File: src/rtl/pci64_addr_phase.sv
module pci64_addr_phase #(
  parameter int LEN_W = 8,
  parameter int LINE_BYTES = 32,
  parameter logic [3:0] SAC_CBE = 4'hF,
  localparam int OFF_W = $clog2(LINE_BYTES)
) (
  input  logic             clk,
  input  logic             rst_n,
  input  logic             peer_req64_i,
  input  logic             start_i,
  input  logic             frame_i,
  input  logic [3:0]       cmd_i,
  input  logic [31:0]      addr_hi_i,
  input  logic [OFF_W-1:0] line_off_i,
  input  logic [LEN_W-1:0] len_i,
  input  logic             prefetch_i,
  input  logic             upstream_i,
  input  logic             resume_i,
  input  logic             prev_retry_i,
  input  logic             prev_ack64_i,
  output logic             req64_o,
  output logic             dac_o,
  output logic             hi_oe_o,
  output logic [31:0]      ad_hi_o,
  output logic [3:0]       cbe_hi_o
);
  logic        cap_q, use64_q, dac2_q;
  logic [31:0] ahi_q;
  logic [3:0]  cmd_q;
  logic        is_rd, is_wr, veto, dec64, dac_now, use64, aph;

  assign is_rd   = (cmd_i == 4'h6) || (cmd_i == 4'hC) || (cmd_i == 4'hE);
  assign is_wr   = (cmd_i == 4'h7) || (cmd_i == 4'hF);
  assign veto    = !(is_rd || is_wr)
                 || (is_rd && !prefetch_i)
                 || (|line_off_i[2:0])
                 || (&line_off_i[OFF_W-1:3])
                 || (is_rd && len_i == LEN_W'(1))
                 || (is_wr && len_i <= LEN_W'(2))
                 || (upstream_i && !cap_q)
                 || (is_wr && resume_i && !prev_retry_i && !prev_ack64_i);
  assign dec64   = !veto;
  assign dac_now = |addr_hi_i;

  assign use64   = start_i ? dec64 : use64_q;
  assign req64_o = frame_i && use64;
  assign aph     = start_i || dac2_q;
  assign dac_o   = start_i ? dac_now : dac2_q;
  assign hi_oe_o = req64_o && aph;
  assign ad_hi_o = (hi_oe_o && dac_o) ? (start_i ? addr_hi_i : ahi_q) : 32'h0;
  assign cbe_hi_o = !hi_oe_o ? 4'h0 :
                    !dac_o   ? SAC_CBE :
                    (start_i ? cmd_i : cmd_q);

  always_ff @(posedge clk) begin
    if (!rst_n) begin
      cap_q   <= peer_req64_i;
      use64_q <= 1'b0;
      dac2_q  <= 1'b0;
      ahi_q   <= 32'h0;
      cmd_q   <= 4'h0;
    end else begin
      if (start_i) begin
        use64_q <= dec64;
        ahi_q   <= addr_hi_i;
        cmd_q   <= cmd_i;
      end else if (!frame_i) begin
        use64_q <= 1'b0;
      end
      dac2_q <= start_i && frame_i && dac_now;
    end
  end
endmodule


File: config.mk
export PLATFORM = sky130hd
export DESIGN_NAME = pci64_addr_phase
export DESIGN_NICKNAME = d
export VERILOG_FILES = /design/src/rtl/pci64_addr_phase.sv
export SDC_FILE = /design/constraint.sdc
export NUM_CORES = 1
export LEC_CHECK = 0
export ABC_CLOCK_PERIOD_IN_PS = 3300
export BUFFER_PORTS_ARGS = -buffer_cell sky130_fd_sc_hd__buf_2
export CELL_PAD_IN_SITES_DETAIL_PLACEMENT = 0
export CELL_PAD_IN_SITES_GLOBAL_PLACEMENT = 1
export CORE_MARGIN = 8
export CORE_UTILIZATION = 36
export DETAILED_ROUTE_END_ITERATION = 8
export PLACE_DENSITY_LB_ADDON = 0.1
export SLEW_MARGIN = 20
export SYNTH_ARGS = -nofsm -noshare
export SYNTH_HDL_FRONTEND = slang
export SYNTH_SLANG_ARGS = --single-unit
export TNS_END_PERCENT = 1
File: constraint.sdc
create_clock -name clk -period 3.3 [get_ports clk]
set_clock_uncertainty 0.15 [all_clocks]
set_input_delay 0.33 -clock clk [delete_from_list [all_inputs] [get_ports clk]]
set_output_delay 0.33 -clock clk [all_outputs]
set_load 0.01 [all_outputs]
After elaboration in Yosys (flattened, before gate mapping)
Cells that the tools add are included.
W data, S select, Z words.
{"block": "classes", "order_cmp": 1, "eq_ne": 7, "muxes": 9, "reduce_logical": 33}
{"operator": "$mux W32", "count": 2}
{"operator": "$reduce_or A32 Y1", "count": 1}
{"operator": "$eq A4 B4 Y1 const B", "count": 3}
{"operator": "$logic_and A1 B1 Y1", "count": 12}
{"operator": "$logic_or A1 B1 Y1", "count": 12}
{"operator": "$mux W4", "count": 3}
{"operator": "$eq A4 B3 Y1 const B", "count": 2}
{"operator": "$eq A8 B1 Y1 const B", "count": 1}
{"operator": "$le A8 B2 Y1 const B", "count": 1}
{"operator": "$logic_not A1 Y1", "count": 6}
{"operator": "$mux W1", "count": 4}
{"operator": "$reduce_or A3 Y1", "count": 1}
{"operator": "$ne A2 B2 Y1 const B", "count": 1}
{"operator": "$reduce_and A2 Y1", "count": 1}
{"block": "word_totals", "regBits": 39, "inputBits": 59, "output_inout_bits": 39}

Depth between registers and ports, before layout
Gate-level depths: netlist (run 1).
{"block": "depth", "word_depth": 18, "mapped_depth": 6, "mapped_depth_nobuf": 5}

Worst setup path after synthesis (run 1)
No wires, ideal clock.
{"block": "synth_path", "path_type": "in2out", "start": "in len_i[3]", "end": "out ad_hi_o[10]", "arrival_time_ns": 1.601, "required_time_ns": 2.820, "setup_slack_ns": 1.219, "stages": 6, "path_cell_list": "or4_4 > o21ai_1 > nand3b_2 > a21oi_4 > buf_6 > nor2_2"}
{"block": "synth_between", "elab_chain_len": 12, "word_cells_on_any_way": 14, "classes_between": "order compare: 1; eq/ne: 1; mux: 2; reduce/logical: 10"}
{"item": "start, declared", "line_no": "15", "source": "input logic [LEN_W-1:0] len_i,"}
{"item": "parallel branches: the longest is 3 deep, another holds $le A8 B2 Y1"}
{"item": "$logic_or A1 B1 Y1 (*)", "line_no": "39", "source": "|| (is_wr && len_i <= LEN_W'(2))"}
{"item": "$logic_or A1 B1 Y1 (*)", "line_no": "40", "source": "|| (upstream_i && !cap_q)"}
{"item": "$logic_or A1 B1 Y1 (*)", "line_no": "41", "source": "|| (is_wr && resume_i && !prev_retry_i && !prev_ack64_i);"}
{"item": "$logic_not A1 Y1 (*)", "line_no": "42", "source": "assign dec64 = !veto;"}
{"item": "$mux W1 (*)", "line_no": "45", "source": "assign use64 = start_i ? dec64 : use64_q;"}
{"item": "$logic_and A1 B1 Y1 (*)", "line_no": "46", "source": "assign req64_o = frame_i && use64;"}
{"item": "$logic_and A1 B1 Y1 (*)", "line_no": "49", "source": "assign hi_oe_o = req64_o && aph;"}
{"item": "$logic_and A1 B1 Y1 (*)", "line_no": "50", "source": "assign ad_hi_o = (hi_oe_o && dac_o) ? (start_i ? addr_hi_i : ahi_q) : 32'h0;"}
{"item": "$mux W32 (*)", "line_no": "50"}
{"item": "end, declared", "line_no": "24", "source": "output logic [31:0] ad_hi_o,"}
Every way passes the cells marked *.

Worst setup path after layout (run 1)
{"block": "layout_path", "start": "in addr_hi_i[8]", "end": "out ad_hi_o[1]"}
{"block": "layout_between", "elab_chain_len": 4}
{"item": "start, declared", "line_no": "13", "source": "input logic [31:0] addr_hi_i,"}
{"item": "$reduce_or A32 Y1", "line_no": "43", "source": "assign dac_now = |addr_hi_i;"}
{"item": "$mux W1", "line_no": "48", "source": "assign dac_o = start_i ? dac_now : dac2_q;"}
{"item": "$logic_and A1 B1 Y1", "line_no": "50"}
{"item": "$mux W32", "line_no": "50"}
Every way passes these cells.

==> qor.yml, run 1 <==
setup_path:
  crit_path_max_incr_delay_ps: 420
  crit_required_ps: 2820
  end_kind: "output pin"
  cp-start-kind: "primary input"
  reg2reg_depth: 4
  criticalPathCategory: "primary input to output pin"
  slowest_stage: "nor4_1"
  r2r-end: "use64_q"
  cp_cell_sequence: "buf_2 -> nor4_1 -> and4_1 -> a31oi_4 -> nand3_1 -> nor2_2 -> buf_2"
  r2r_start: "cap_q"
  r2r_slack_ps: 2030
  critical_path.top_delay_family: "simple AND/OR/NAND/NOR gates"
  path_common_cell: "buf_2"
  worstPathMaxFanout: 37
  crit_buf_inv: 2
  critPathArrivalTime_ps: 2070
synthesis:
  synth_area_um2: 2110
  syn_avg_cell_area_um2: 9.02
  ys_seq_area_share_pct: 37.5
  async_flop_share_pct: 0
  ys_warn_count: 0
  synthCells: 234
  synth_seq_cells: 39
  syn_nets: 293
  synth-edff-count: 1
  synth_cell_types: 36
  synth_ff_type: "dfxtp_1"
power:
  power.switching_uw: 251
  ir_drop_mv: 0.206
  combPwrFrac_pct: 17.0
  clockPowerShare_pct: 31.6
  intPower_uw: 732
  netSwitchingFraction_pct: 25.5
  powerDensity_nw_per_um2: 363
  seq_power_share_pct: 51.4
  total_power_uw: 982
  leakagePower_nw: 1.24
route:
  dr.pass1.iters: 4
  drt-total-wl_mm: 5.88
  drtIter0Drc: 46
  vias_per_cell: 4.89
  num_vias: 1967
  avgRoutedWirePerCell_um: 14.6
  drc: 0
  ant_nets: 0
layout:
  fin_nets: 385
  syn_to_final_growth_pct: 28.2
  layout-drive-gt1-share_pct: 47.7
  seqCellArea_um2: 791
  n_antenna_cell: 0
  fillers: 609
  multi_input_area_um2: 1200
worst_hold_path:
  whs_path_depth: 1
  hold_path_class: "primary input to flip-flop"
  min_from: "peer_req64_i"
  hold_path_end: "cap_q"
sta:
  post-route-period-util_pct: 77.4
  finalSetupViolCount: 0
  period_needed_ps: 2550
  max_clock_freq_mhz: 392
  timing.hold.ws_ps: 69.6
  grt_setup_unrepaired: "no"
  tns_ps: 0
  slew_violations: 0
  final_hold_viol_count: 0
  tightest_slew_ps: 1050
  max_slew_margin_pct: 30.0
clock_tree:
  cts_num_sinks: 39
  post_cts_resized: 0
  cts_max_path_buffers: 2
  cts.reportedPaths.clkPinSlew_ps: 70
  cts_setup_buffers: 0
  cts-root-buf: "clkbuf_8"
  ctsHoldBuffers: 0
  htree_levels: 2
  cts_inserted_buffers: 5
  tritoncts: "done"
  clk_latency_ps: 290
die:
  rows: 28
  fp.dieH_um: 92.6
  coreArea_um2: 5780
  die_w_um: 92.6
  initial_core_util_pct: 36.5
  io_pins: 98
  dieArea_um2: 8570
grt:
  grt_max_degree: 38
  grt_usage_pct: 13.9
  grt-ovfl-total: 0
  grt_pass1_wl_mm: 9.73
  grt_pass1_vias: 2037
  antenna_found_initial: 0
job:
  drv_cap: 0
placement:
  routabilityCongestion: 0.770
  dp_hpwl_mm: 4.39
  port_buffers: 97
outcome:
  status: "complete, no violations"
worst reg2reg max path, stage by stage (launching register included):
cell       delay, ps
edfxtp_1         330
o2111ai_1        120
a211oi_2         360
a22oi_1          150
nor2_1           100
metrics by stage:
step | util (%) | cells | setup WS, ps | cell area (um2)
2_1_floorplan | - | 234 | 1220 | 2110
3_3_place_gp | 45.4 | 394 | 706 | 2620
3_5_place_dp | 45.4 | 394 | 727 | 2620
4_1_cts | 46.8 | 402 | 721 | 2710
5_1_grt | 46.8 | 402 | 622 | 2710
6_report | 46.8 | 402 | 747 | 2710
how the worst max path moves through the flow:
stage	depth (start not counted)	end	from
floorplan	6	ad_hi_o[10]	len_i[3]
global placement	6	cbe_hi_o[2]	addr_hi_i[8]
global route	7	ad_hi_o[5]	addr_hi_i[28]
CTS	6	cbe_hi_o[2]	addr_hi_i[8]
detailed placement	6	cbe_hi_o[2]	addr_hi_i[8]
finish	7	ad_hi_o[1]	addr_hi_i[8]
flip-flops by register name (all words and copies together), names as in the netlist:
signal and cells:
ahi_q 32, cap_q 1, cmd_q 4, dac2_q 1, use64_q 1
power groups by stage:
stage	Clock [mW]	Combinational, mW	Sequential, mW
global route	0.343	0.187	0.508
detailed placement	0	0.168	0.517
floorplan	0	0.108	0.515
global placement	0	0.168	0.516
CTS	0.323	0.169	0.506
finish	0.310	0.167	0.505
per-layer routing:
layer | part of all wire (%) | routed length (um) | track usage (%) | vias to the layer above
met3 | 6.5 | 380 | 4.69 | 5
met4 | 1.0 | 60 | 4.03 | 0
met5 | 0 | 0 | 0 | -
met1 | 44 | 2580 | 15.8 | 919
li1 | - | - | - | 990
met2 | 49 | 2860 | 24.1 | 53
cell usage after synthesis (2+ instances only):
cell	instances	area [um2]
nor2_2	10	62.6
nor4_1	8	50.1
and4_1	2	17.5
inv_1	3	11.3
mux2_2	32	360
a21oi_1	5	25.0
buf_2	5	25.0
buf_6	3	33.8
nor2b_1	2	12.5
mux2i_1	4	40.0
clkbuf_1	6	22.5
dfxtp_1	38	761
and2_1	32	200
nor2_1	29	109
nand3_1	33	165
clkbuf_8	2	27.5
logic make-up after synthesis:
logic type	share of synthesized area, %
simple gates	32.2
mux	19.0
compound gates	5.51
buf+inv	5.87
flops	37.5
placed cells by master, fill, tap and decap left out, drive strengths merged, types with 2 or more instances in the layout:
cell type	count
a21oi	6
a31oi	2
and2	32
and3	2
and4	2
buf	102
clkbuf	7
dfxtp	38
inv	3
mux2	32
mux2i	4
nand3	33
nor2	39
nor2b	2
nor4	8
o21ai	2
layout make-up:
class | count | share of cell area (%)
Clock buffer | 7 | 2.82
Tap cell | 75 | 3.47
Clock inverter | 1 | 0.185
Timing Repair Buffer | 102 | 19.3
Multi-Input combinational cell | 175 | 44.5
Sequential cell | 39 | 29.2
Inverter | 3 | 0.416
No activity file was read; power rests on OpenSTA's default activity.
==> inputs of run 2 (changes only) <==
- ABC_CLOCK_PERIOD_IN_PS: 3300 -> 2200
- CORE_UTILIZATION: 36 -> 30
- clock period: 3.3 -> 2.2 ns (I/O delays scaled with it)
==> run 2 against run 1 <==
  * Design area up 6.2%
  * First-iteration DRC count is 46% lower
  * Critical path depth up 1
  * Worst hold slack lost 6.1 ps
  * Clock-buffer cell count is the same
  * Routed wire length increased by 7.3%
  * Combinational power up 60%
  * Critical path type unchanged
  * Largest power group unchanged
==> qor.yml, run 2 (same netlist as run 1, synthesis figures left out) <==
route:
  drtIter0Drc: 25  # was 46
  drt-total-wl_mm: 6.31  # was 5.88 mm
  drc: 0  # unchanged
  num_vias: 1974  # was 1967
  avgRoutedWirePerCell_um: 14.7  # was 14.6 um
  dr.pass1.iters: 4  # unchanged
  ant_nets: 0  # unchanged
  vias_per_cell: 4.59  # was 4.89
layout:
  fin_nets: 392  # was 385
  syn_to_final_growth_pct: 36.2  # was 28.2%
  fin_area_um2: 2870  # was 2710 um2
  top_regs: "ahi_q (32), cmd_q (4)"  # unchanged
  n_antenna_cell: 0  # unchanged
  utilization_pct: 42.3  # was 46.8%
  mostFrequentLayoutCells: "buf_2, dfxtp_1, nand3_1"  # unchanged
  largest_reg_flops: 32  # unchanged
  regMostFlops: "ahi_q"  # unchanged
  layout-drive-gt1-share_pct: 49.7  # was 47.7%
  layout_commonest_cell: "buf_2"  # unchanged
sta:
  max_slew_margin_pct: 75.3  # was 30.0%
  grt_setup_unrepaired: "yes"  # was no
  period_needed_ps: 2140
  finalSetupViolCount: 0  # unchanged
  post-route-period-util_pct: 97.4
  final_hold_viol_count: 0  # unchanged
  max_clock_freq_mhz: 467
  slew_violations: 0  # unchanged
  tightest_slew_ps: 369  # was 1050 ps
placement:
  dp_hpwl_mm: 4.76  # was 4.39 mm
  placed_area_um2: 2730  # was 2620 um2
  routabilityCongestion: 0.712  # was 0.770
  port_buffers: 97  # unchanged
setup_path:
  critical_path.top_delay_family: "simple AND/OR/NAND/NOR gates"  # unchanged
  slowest_stage: "or4_4"  # was nor4_1
  r2r_start: "cap_q"  # unchanged
  critPathArrivalTime_ps: 1770  # was 2070 ps
  cp-startpoint: "len_i[3]"  # was addr_hi_i[8]
  cp-start-kind: "primary input"  # unchanged
  end_kind: "output pin"  # unchanged
  worstPathMaxFanout: 16  # was 37
  crit_buf_inv: 3  # was 2
  path_common_cell: "buf_2"  # unchanged
  crit_required_ps: 1830  # was 2820 ps
  cp_cell_sequence: "buf_2 -> or4_4 -> o21ai_2 -> nand3b_4 -> a21oi_4 -> buf_12 -> nor2_1 -> buf_2"  # was buf_2 -> nor4_1 -> and4_1 -> a31oi_4 -> nand3_1 -> nor2_2 -> buf_2
  crit_path_max_incr_delay_ps: 540  # was 420 ps
  criticalPathCategory: "primary input to output pin"  # unchanged
die:
  initial_core_util_pct: 31.1  # was 36.5%
  coreArea_um2: 6790  # was 5780 um2
  die_w_um: 99.9  # was 92.6 um
  rows: 30  # was 28
  fp.dieH_um: 99.9  # was 92.6 um
  dieArea_um2: 9980  # was 8570 um2
  io_pins: 98  # unchanged
job:
  drv_cap: 0  # unchanged
clock_tree:
  cts.reportedPaths.clkPinSlew_ps: 70  # about the same
  cts_setup_buffers: 0  # unchanged
  tritoncts: "done"  # unchanged
  clk_latency_ps: 280  # was 290 ps
  cts_inserted_buffers: 5  # unchanged
  htree_levels: 2  # unchanged
  cts_num_sinks: 39  # unchanged
  cts_max_path_buffers: 2  # unchanged
  cts-root-buf: "clkbuf_8"  # unchanged
power:
  ir_drop_mv: 0.254  # was 0.206 mV
  powerDensity_nw_per_um2: 561  # was 363 nW/um2
  leakagePower_nw: 1.32  # was 1.24 nW
grt:
  grt_usage_pct: 12.4  # was 13.9%
  grt_pass1_wl_mm: 10.1  # was 9.73 mm
  grt-ovfl-total: 0  # unchanged
  grt_max_degree: 22  # was 38
  antenna_found_initial: 0  # unchanged
  grt_pass1_vias: 2071  # was 2037
worst_hold_path:
  min_from: "cmd_i[1]"  # was peer_req64_i
  hold_path_class: "primary input to flip-flop"  # unchanged
outcome:
  status: "complete, no violations"  # unchanged
-- run 2: cell count changes in the layout (fill, tap and decap cells not counted) --
| cell | change |
|---|---|
| o2bb2ai_1 | -1 |
| clkbuf_16 | +1 |
| o21ai_2 | +1 |
| clkbuf_1 | -2 |
| nand3b_2 | -1 |
| buf_12 | +3 |
| dlygate4sd3_1 | +1 |
| nand3b_4 | +1 |
| clkbuf_8 | +1 |
| buf_4 | +3 |
| o21ai_1 | -1 |
| o2bb2ai_2 | +1 |
-- run 2: path summary, 6_finish.rpt --
kind / endpoint / slack [ps] / depth (start not counted)
max: ad_hi_o[11] / 60 / 8
min: cmd_q[1] / 60 / 3
max reg2reg: use64_q / 930 / 4
min reg2reg: cmd_q[0] / 340 / 2
-- run 2: final cells by class --
class                      count  area, um2
fill                         721       3920
multi-input combinational    175       1220
sequential                    39        791
timing repair buffer         109        616
tap                           96        120
clock buffer                   7        108
inverter                       3       11.3
clock inverter                 1       5.00
-- run 2: tightest hold or removal path, delay by kind of cell --
family / cells / cell delay [ps]
muxes: 1 / 80
and+or+nand+nor: 1 / 80
buffers and inverters: 1 / 90
-- run 2: stage by stage --
step	TNS, ps	cells	setup slack [ps]	hold WS, ps	power (mW)
after floorplan	0	234	339	169	0.934
after CTS	0	430	33.3	60.0	1.63
final	0	430	57.1	63.5	1.61
after global routing	-311	430	-27.1	72.2	1.69
after detailed placement	0	421	35.9	254	1.04
after global placement	0	421	43.1	250	1.04
-- run 2: timing repair --
| action | in CTS | in global routing |
|---|---|---|
| hold buffers | 1 | 0 |
| endpoints found under the setup margin | 0 | 35 |
| hold endpoints to repair | 1 | 0 |
| gates resized for setup | 0 | 3 |
-- run 2: per-layer routing --
layer  track usage (%)  wire, um  part of all wire (%)
met5                 0         0                     0
met4              2.79        42                  0.67
met3              4.84       488                   7.7
met2              20.4      2910                    46
met1              14.7      2870                    46
-- run 2: power by group --
group	switching [mW]	internal, mW	total (mW)
logic	0.130	0.138	0.268
registers	0.00880	0.749	0.758
clock network	0.265	0.322	0.586
total	0.403	1.21	1.61
